`config.mk`:
```
export PLATFORM = sky130hd
export DESIGN_NAME = iq_resize_ctrl
export DESIGN_NICKNAME = d
export VERILOG_FILES = /design/src/rtl/iq_resize_pkg.sv /design/src/rtl/iq_chunk_activity.sv /design/src/rtl/iq_window_accum.sv /design/src/rtl/iq_resize_decide.sv /design/src/rtl/iq_resize_ctrl.sv
export SDC_FILE = /design/constraint.sdc
export NUM_CORES = 1
export LEC_CHECK = 0
export BUFFER_PORTS_ARGS = -buffer_cell sky130_fd_sc_hd__buf_2
export CAP_MARGIN = 5
export CELL_PAD_IN_SITES_DETAIL_PLACEMENT = 0
export CELL_PAD_IN_SITES_GLOBAL_PLACEMENT = 1
export CORE_MARGIN = 5
export CORE_UTILIZATION = 49
export CTS_BUF_LIST = sky130_fd_sc_hd__clkbuf_16
export DETAILED_ROUTE_END_ITERATION = 16
export PLACE_DENSITY = 0.95
export SLEW_MARGIN = 40
export SYNTH_ARGS = -nofsm -noshare
export SYNTH_HDL_FRONTEND = slang
export SYNTH_SLANG_ARGS = --single-unit
```
`constraint.sdc`:
```
create_clock -name clk_i -period 20.1 [get_ports clk_i]
set_clock_uncertainty 0.1 [all_clocks]
set_input_delay 1.005 -clock clk_i [delete_from_list [all_inputs] [get_ports clk_i]]
set_output_delay 1.005 -clock clk_i [all_outputs]
set_load 0.005 [all_outputs]
```
`src/rtl/iq_resize_pkg.sv`:
```
package iq_resize_pkg;
  typedef enum logic [1:0] {
    RSZ_HOLD   = 2'd0,
    RSZ_GROW   = 2'd1,
    RSZ_SHRINK = 2'd2
  } rsz_op_e;
endpackage

```
`src/rtl/iq_chunk_activity.sv`:
```
module iq_chunk_activity #(
  parameter int NUM_CHUNKS    = 4,
  parameter int CHUNK_ENTRIES = 8,
  parameter int CNT_W         = 3
) (
  input  logic [NUM_CHUNKS*CHUNK_ENTRIES-1:0] ready_i,
  input  logic [NUM_CHUNKS*CHUNK_ENTRIES-1:0] valid_i,
  input  logic [NUM_CHUNKS-1:0]               chunk_en_i,
  output logic [CNT_W-1:0]                    active_cnt_o
);
  localparam int POP_W = $clog2(CHUNK_ENTRIES + 1);
  localparam int HALF  = CHUNK_ENTRIES / 2;

  logic [NUM_CHUNKS-1:0] busy;

  for (genvar c = 0; c < NUM_CHUNKS; c++) begin : g_chunk
    logic [POP_W-1:0] pop;
    always_comb begin
      pop = '0;
      for (int e = 0; e < CHUNK_ENTRIES; e++)
        pop = pop + POP_W'(ready_i[c*CHUNK_ENTRIES+e] & valid_i[c*CHUNK_ENTRIES+e]);
    end
    // disabled chunks never count
    assign busy[c] = chunk_en_i[c] && (pop >= POP_W'(HALF));
  end

  always_comb begin
    active_cnt_o = '0;
    for (int c = 0; c < NUM_CHUNKS; c++)
      active_cnt_o = active_cnt_o + CNT_W'(busy[c]);
  end
endmodule

```
`src/rtl/iq_window_accum.sv`:
```
module iq_window_accum #(
  parameter int WIN_LEN = 1024,
  parameter int CNT_W   = 3,
  parameter int CMT_W   = 3,
  parameter int ACC_W   = 12,
  parameter int IPC_W   = 13
) (
  input  logic             clk_i,
  input  logic             rst_ni,
  input  logic [CNT_W-1:0] active_cnt_i,
  input  logic [CMT_W-1:0] commit_cnt_i,
  output logic             win_end_o,
  output logic [ACC_W-1:0] acc_total_o,
  output logic [IPC_W-1:0] ipc_total_o,
  output logic [IPC_W-1:0] ipc_last_o,
  output logic             last_vld_o
);
  localparam int WC_W = (WIN_LEN > 1) ? $clog2(WIN_LEN) : 1;

  logic [WC_W-1:0]  win_cnt_q;
  logic [ACC_W-1:0] acc_q;
  logic [IPC_W-1:0] ipc_q;

  assign win_end_o   = (win_cnt_q == WC_W'(WIN_LEN - 1));
  assign acc_total_o = acc_q + ACC_W'(active_cnt_i);
  assign ipc_total_o = ipc_q + IPC_W'(commit_cnt_i);

  always_ff @(posedge clk_i or negedge rst_ni) begin
    if (!rst_ni) begin
      win_cnt_q  <= '0;
      acc_q      <= '0;
      ipc_q      <= '0;
      ipc_last_o <= '0;
      last_vld_o <= 1'b0;
    end else if (win_end_o) begin
      win_cnt_q  <= '0;
      acc_q      <= '0;
      ipc_q      <= '0;
      ipc_last_o <= ipc_total_o;
      last_vld_o <= 1'b1;
    end else begin
      win_cnt_q  <= win_cnt_q + 1'b1;
      acc_q      <= acc_total_o;
      ipc_q      <= ipc_total_o;
    end
  end
endmodule

```
`src/rtl/iq_resize_decide.sv`:
```
module iq_resize_decide
  import iq_resize_pkg::*;
#(
  parameter int NUM_CHUNKS = 4,
  parameter int ACC_W      = 12,
  parameter int IPC_W      = 13,
  parameter int DF_W       = 8
) (
  input  logic                  clk_i,
  input  logic                  rst_ni,
  input  logic                  win_end_i,
  input  logic [ACC_W-1:0]      acc_total_i,
  input  logic [IPC_W-1:0]      ipc_total_i,
  input  logic [IPC_W-1:0]      ipc_last_i,
  input  logic                  last_vld_i,
  input  logic [ACC_W-1:0]      thr_lo_i,
  input  logic [ACC_W-1:0]      thr_hi_i,
  input  logic [DF_W-1:0]       dfac_i,
  output logic [NUM_CHUNKS-1:0] chunk_en_o
);
  localparam int EN_W   = $clog2(NUM_CHUNKS + 1);
  localparam int PROD_W = IPC_W + DF_W;

  logic [EN_W-1:0]   n_en_q, n_en_d;
  logic [PROD_W-1:0] ipc_scaled, ipc_floor;
  logic              guard_hit;
  rsz_op_e           op;

  // present*2^DF_W < D*last, no divide
  assign ipc_scaled = PROD_W'(ipc_total_i) << DF_W;
  assign ipc_floor  = PROD_W'(dfac_i) * PROD_W'(ipc_last_i);
  assign guard_hit  = last_vld_i && (ipc_scaled < ipc_floor);

  always_comb begin
    if (guard_hit)                 op = RSZ_GROW;
    else if (acc_total_i < thr_lo_i) op = RSZ_SHRINK;
    else if (acc_total_i < thr_hi_i) op = RSZ_HOLD;
    else                           op = RSZ_GROW;
  end

  always_comb begin
    n_en_d = n_en_q;
    if (win_end_i) begin
      unique case (op)
        RSZ_GROW:   if (n_en_q < EN_W'(NUM_CHUNKS)) n_en_d = n_en_q + 1'b1;
        RSZ_SHRINK: if (n_en_q > EN_W'(1))          n_en_d = n_en_q - 1'b1;
        default:    n_en_d = n_en_q;
      endcase
    end
  end

  always_ff @(posedge clk_i or negedge rst_ni) begin
    if (!rst_ni) n_en_q <= EN_W'(NUM_CHUNKS);
    else         n_en_q <= n_en_d;
  end

  for (genvar c = 0; c < NUM_CHUNKS; c++) begin : g_mask
    assign chunk_en_o[c] = (n_en_q > EN_W'(c));
  end
endmodule

```
`src/rtl/iq_resize_ctrl.sv`:
```
module iq_resize_ctrl #(
  parameter int NUM_CHUNKS    = 4,
  parameter int CHUNK_ENTRIES = 8,
  parameter int WIN_LEN       = 1024,
  parameter int CMT_W         = 3,
  parameter int DF_W          = 8,
  localparam int ENTRIES      = NUM_CHUNKS * CHUNK_ENTRIES,
  localparam int ACC_W        = $clog2(WIN_LEN * NUM_CHUNKS + 1)
) (
  input  logic                  clk_i,
  input  logic                  rst_ni,
  input  logic [ENTRIES-1:0]    ready_i,
  input  logic [ENTRIES-1:0]    valid_i,
  input  logic [CMT_W-1:0]      commit_cnt_i,
  input  logic [ACC_W-1:0]      thr_lo_i,
  input  logic [ACC_W-1:0]      thr_hi_i,
  input  logic [DF_W-1:0]       dfac_i,
  output logic [NUM_CHUNKS-1:0] chunk_en_o
);
  localparam int CNT_W = $clog2(NUM_CHUNKS + 1);
  localparam int IPC_W = $clog2(WIN_LEN * ((1 << CMT_W) - 1) + 1);

  logic [CNT_W-1:0] active_cnt;
  logic             win_end, last_vld;
  logic [ACC_W-1:0] acc_total;
  logic [IPC_W-1:0] ipc_total, ipc_last;

  iq_chunk_activity #(
    .NUM_CHUNKS(NUM_CHUNKS), .CHUNK_ENTRIES(CHUNK_ENTRIES), .CNT_W(CNT_W)
  ) u_act (
    .ready_i(ready_i), .valid_i(valid_i), .chunk_en_i(chunk_en_o),
    .active_cnt_o(active_cnt)
  );

  iq_window_accum #(
    .WIN_LEN(WIN_LEN), .CNT_W(CNT_W), .CMT_W(CMT_W), .ACC_W(ACC_W), .IPC_W(IPC_W)
  ) u_win (
    .clk_i(clk_i), .rst_ni(rst_ni), .active_cnt_i(active_cnt),
    .commit_cnt_i(commit_cnt_i), .win_end_o(win_end), .acc_total_o(acc_total),
    .ipc_total_o(ipc_total), .ipc_last_o(ipc_last), .last_vld_o(last_vld)
  );

  iq_resize_decide #(
    .NUM_CHUNKS(NUM_CHUNKS), .ACC_W(ACC_W), .IPC_W(IPC_W), .DF_W(DF_W)
  ) u_dec (
    .clk_i(clk_i), .rst_ni(rst_ni), .win_end_i(win_end), .acc_total_i(acc_total),
    .ipc_total_i(ipc_total), .ipc_last_i(ipc_last), .last_vld_i(last_vld),
    .thr_lo_i(thr_lo_i), .thr_hi_i(thr_hi_i), .dfac_i(dfac_i),
    .chunk_en_o(chunk_en_o)
  );
endmodule

```
==> flow_metrics.env <==
export IMPL_crit_family="adder cells"
export IMPL_cts_hold_buf=0
export IMPL_grt_usage=0.181
export IMPL_slew_violations=0
export IMPL_slew_headroom=0.528
export IMPL_fillCellCount=1370
export IMPL_io_pins=107
export IMPL_cp_depth=27
export IMPL_die_x_um=132
export IMPL_grt_pass1_vias=5891
export IMPL_clkTransAtPathRegs_ns=0.07
export IMPL_core_area_um2=14600
export IMPL_worst_path_buf_inv=4
export IMPL_std_cell_rows=44
export IMPL_worstMarginPinSlew_ns=0.707
export IMPL_ys_flop_type="dfrtp_1"
export IMPL_grt_first_pass_wirelength_mm=26.9
export IMPL_timing_final_crit_period_ns=7.29
export IMPL_syn_avg_cell_area_um2=8.78
export IMPL_cts_resized=0
export IMPL_routabilityCongestion=0.814
export IMPL_rsz0062_at_grt="no"
export IMPL_synth_seq_cells=53
export IMPL_clockBufferDepth=2
export IMPL_cts_setup_buffers=0
export IMPL_fin_crit_sh=0.363
export IMPL_antenna_found_initial=0
export IMPL_synth_cells=830
export IMPL_synth_area_um2=7290
export IMPL_finalHoldViolCount=0
export IMPL_synthToLayoutAreaGrowth_pct=11.7
export IMPL_drc=0
export IMPL_wl_per_cell_um=13.7
export IMPL_synth_warnings=0
export IMPL_initial_core_util=0.500
export IMPL_final_nets=1209
export IMPL_required_ns=20.21
export IMPL_cts_buffers_inserted=5
export IMPL_portBuffers=106
export IMPL_insertion_delay_ns=0.29
export IMPL_power_density_nw_per_um2=115
export IMPL_end_kind="flip-flop"
export IMPL_max_freq_mhz=137
export IMPL_setup_ws_ns=12.81
export IMPL_viasPerCell=5.13
export IMPL_holdPathStages=1
export IMPL_cts_tree="built"
export IMPL_setup_tns_ns=0
export IMPL_drtPass1Iterations=4
export IMPL_drive_above_1_share=0.134
export IMPL_start_kind="input pin"
export IMPL_synthArstFlopShare=1.00
export IMPL_status="finished clean"
export IMPL_critPathMostFrequentCell="fa_1"
export IMPL_cts_sinks=53
export IMPL_antenna_cells=0
export IMPL_cts_root_buffer="clkbuf_16"
export IMPL_yosysUniqueCellTypes=47
export IMPL_vdd_drop_max_uv=68.6
export IMPL_reg2reg_depth=24
export IMPL_dp_hpwl_mm=12.9
export IMPL_antenna_left=0
export IMPL_hp_class="flip-flop to flip-flop"
export IMPL_seq_area_frac_synth=0.182
export IMPL_maxCapViolCount=0
export IMPL_synth_edff_count=0
export IMPL_die_area_um2=17400
export IMPL_overflow=0
export IMPL_crit_arrival_ns=7.40
export IMPL_syn_num_nets=1115
export IMPL_grt_max_degree=54
export IMPL_routed_wl_mm=15.2
export IMPL_h_tree_depth=2
export IMPL_leakage_nw=4.51
export IMPL_cpPeakStageDelay_ns=0.52
export IMPL_cp_slowest_cell="fa_1"
export IMPL_critPathKind="input pin to flip-flop"
export IMPL_power_total_w=0.000938
export IMPL_path_max_fanout=4
export IMPL_pre_cts_slack_ns=12.47
export IMPL_die_h_um=132
export IMPL_drt_iter0_markers=242
export IMPL_num_vias=5689
export IMPL_setup_viol=0
export IMPL_fin_hold_ws_ns=0.369
-- per-stage QoR --
step	utilization	cells	cell area (um2)
3_3_place_gp	0.548	1101	7990
4_1_cts	0.558	1109	8140
2_1_floorplan	-	830	7290
3_5_place_dp	0.548	1101	7990
5_1_grt	0.558	1109	8140
6_report	0.558	1109	8140
-- logic make-up after synthesis --
logic type / Yosys count / synth area share
flops: 53 / 0.182
xor+xnor: 46 / 0.0553
buf+inv: 155 / 0.0798
mux: 1 / 0.00154
simple gates: 287 / 0.193
fa+ha+maj: 182 / 0.396
compound gates: 106 / 0.0929
-- path summary, 6_finish.rpt --
kind                                           from                  end  slack, ns
worst max-delay path                     ready_i[7]      u_dec.n_en_q[0]      12.81
worst min-delay path               u_win.last_vld_o     u_win.last_vld_o       0.37
worst max register to register  u_win.ipc_last_o[4]      u_dec.n_en_q[0]      13.21
worst min register to register     u_win.last_vld_o     u_win.last_vld_o       0.37
max in group asynchronous                    rst_ni  u_win.ipc_last_o[2]      18.69
min in group asynchronous                    rst_ni       u_win.acc_q[5]       0.73
-- flip-flops by register name, summed over array words and instances (netlist names) --
signal / count
u_win.ipc_q: 13
u_win.last_vld_o: 1
u_win.ipc_last_o: 13
u_win.win_cnt_q: 10
u_win.acc_q: 13
u_dec.n_en_q: 3
-- power breakdown --
part | internal [W] | total (W) | switching, W
sequential | 0.000122 | 0.000133 | 0.0000111
combinational | 0.000325 | 0.000714 | 0.000389
clock | 0.0000480 | 0.0000900 | 0.0000419
-- cell type report --
class                           count  area [um2]  share of cell area
Clock inverter                      3        28.8             0.00353
Clock buffer                        5         125              0.0154
Tap cell                          184         230              0.0283
Inverter                          133         499              0.0613
Timing Repair Buffer              109         553              0.0679
Multi-Input combinational cell    622        5380               0.661
Sequential cell                    53        1330               0.163
-- metal layers --
| layer | share of wire | track usage | wire length (um) | vias up |
|---|---|---|---|---|
| met1 | 0.44 | 0.238 | 6660 | 2725 |
| met4 | 0.0094 | 0.0274 | 142 | 0 |
| met5 | 0 | 0 | 0 | - |
| li1 | - | - | - | 2833 |
| met3 | 0.049 | 0.0286 | 745 | 13 |
| met2 | 0.50 | 0.319 | 7620 | 118 |
-- cells in the final DEF, fill, tap and decap left out, drive strengths merged, types with 27 or more instances in the layout --
cell	synthesis	final
o21ai	27	27
a21oi	34	34
inv	133	136
buf	1	109
fa	81	81
ha	101	101
and2	74	74
dfrtp	52	52
nor2	36	36
nand2	119	119
-- synth_stat cells (2+ instances only) --
library cell / n / area (um2)
dfrtp_1: 52 / 1300
o31ai_1: 3 / 22.5
and2_1: 74 / 463
nand2b_1: 8 / 50.1
xnor2_1: 26 / 228
nor3_1: 4 / 20.0
nand2_1: 119 / 447
inv_1: 133 / 499
a21boi_0: 2 / 15.0
o31a_1: 4 / 35.0
and4b_1: 4 / 40.0
a21oi_1: 34 / 170
and3_1: 7 / 43.8
nand3_1: 23 / 115
a21bo_2: 2 / 20.0
fa_1: 81 / 1620
ha_1: 101 / 1260
clkbuf_1: 21 / 78.8
o21ai_0: 27 / 135
nand4_1: 3 / 18.8
nor2b_1: 3 / 18.8
nor2_1: 36 / 135
a21o_1: 16 / 120
xor2_1: 20 / 175
a211oi_1: 4 / 30.0
or3_1: 2 / 12.5
Note: power is estimated with default switching activity, not from simulation.
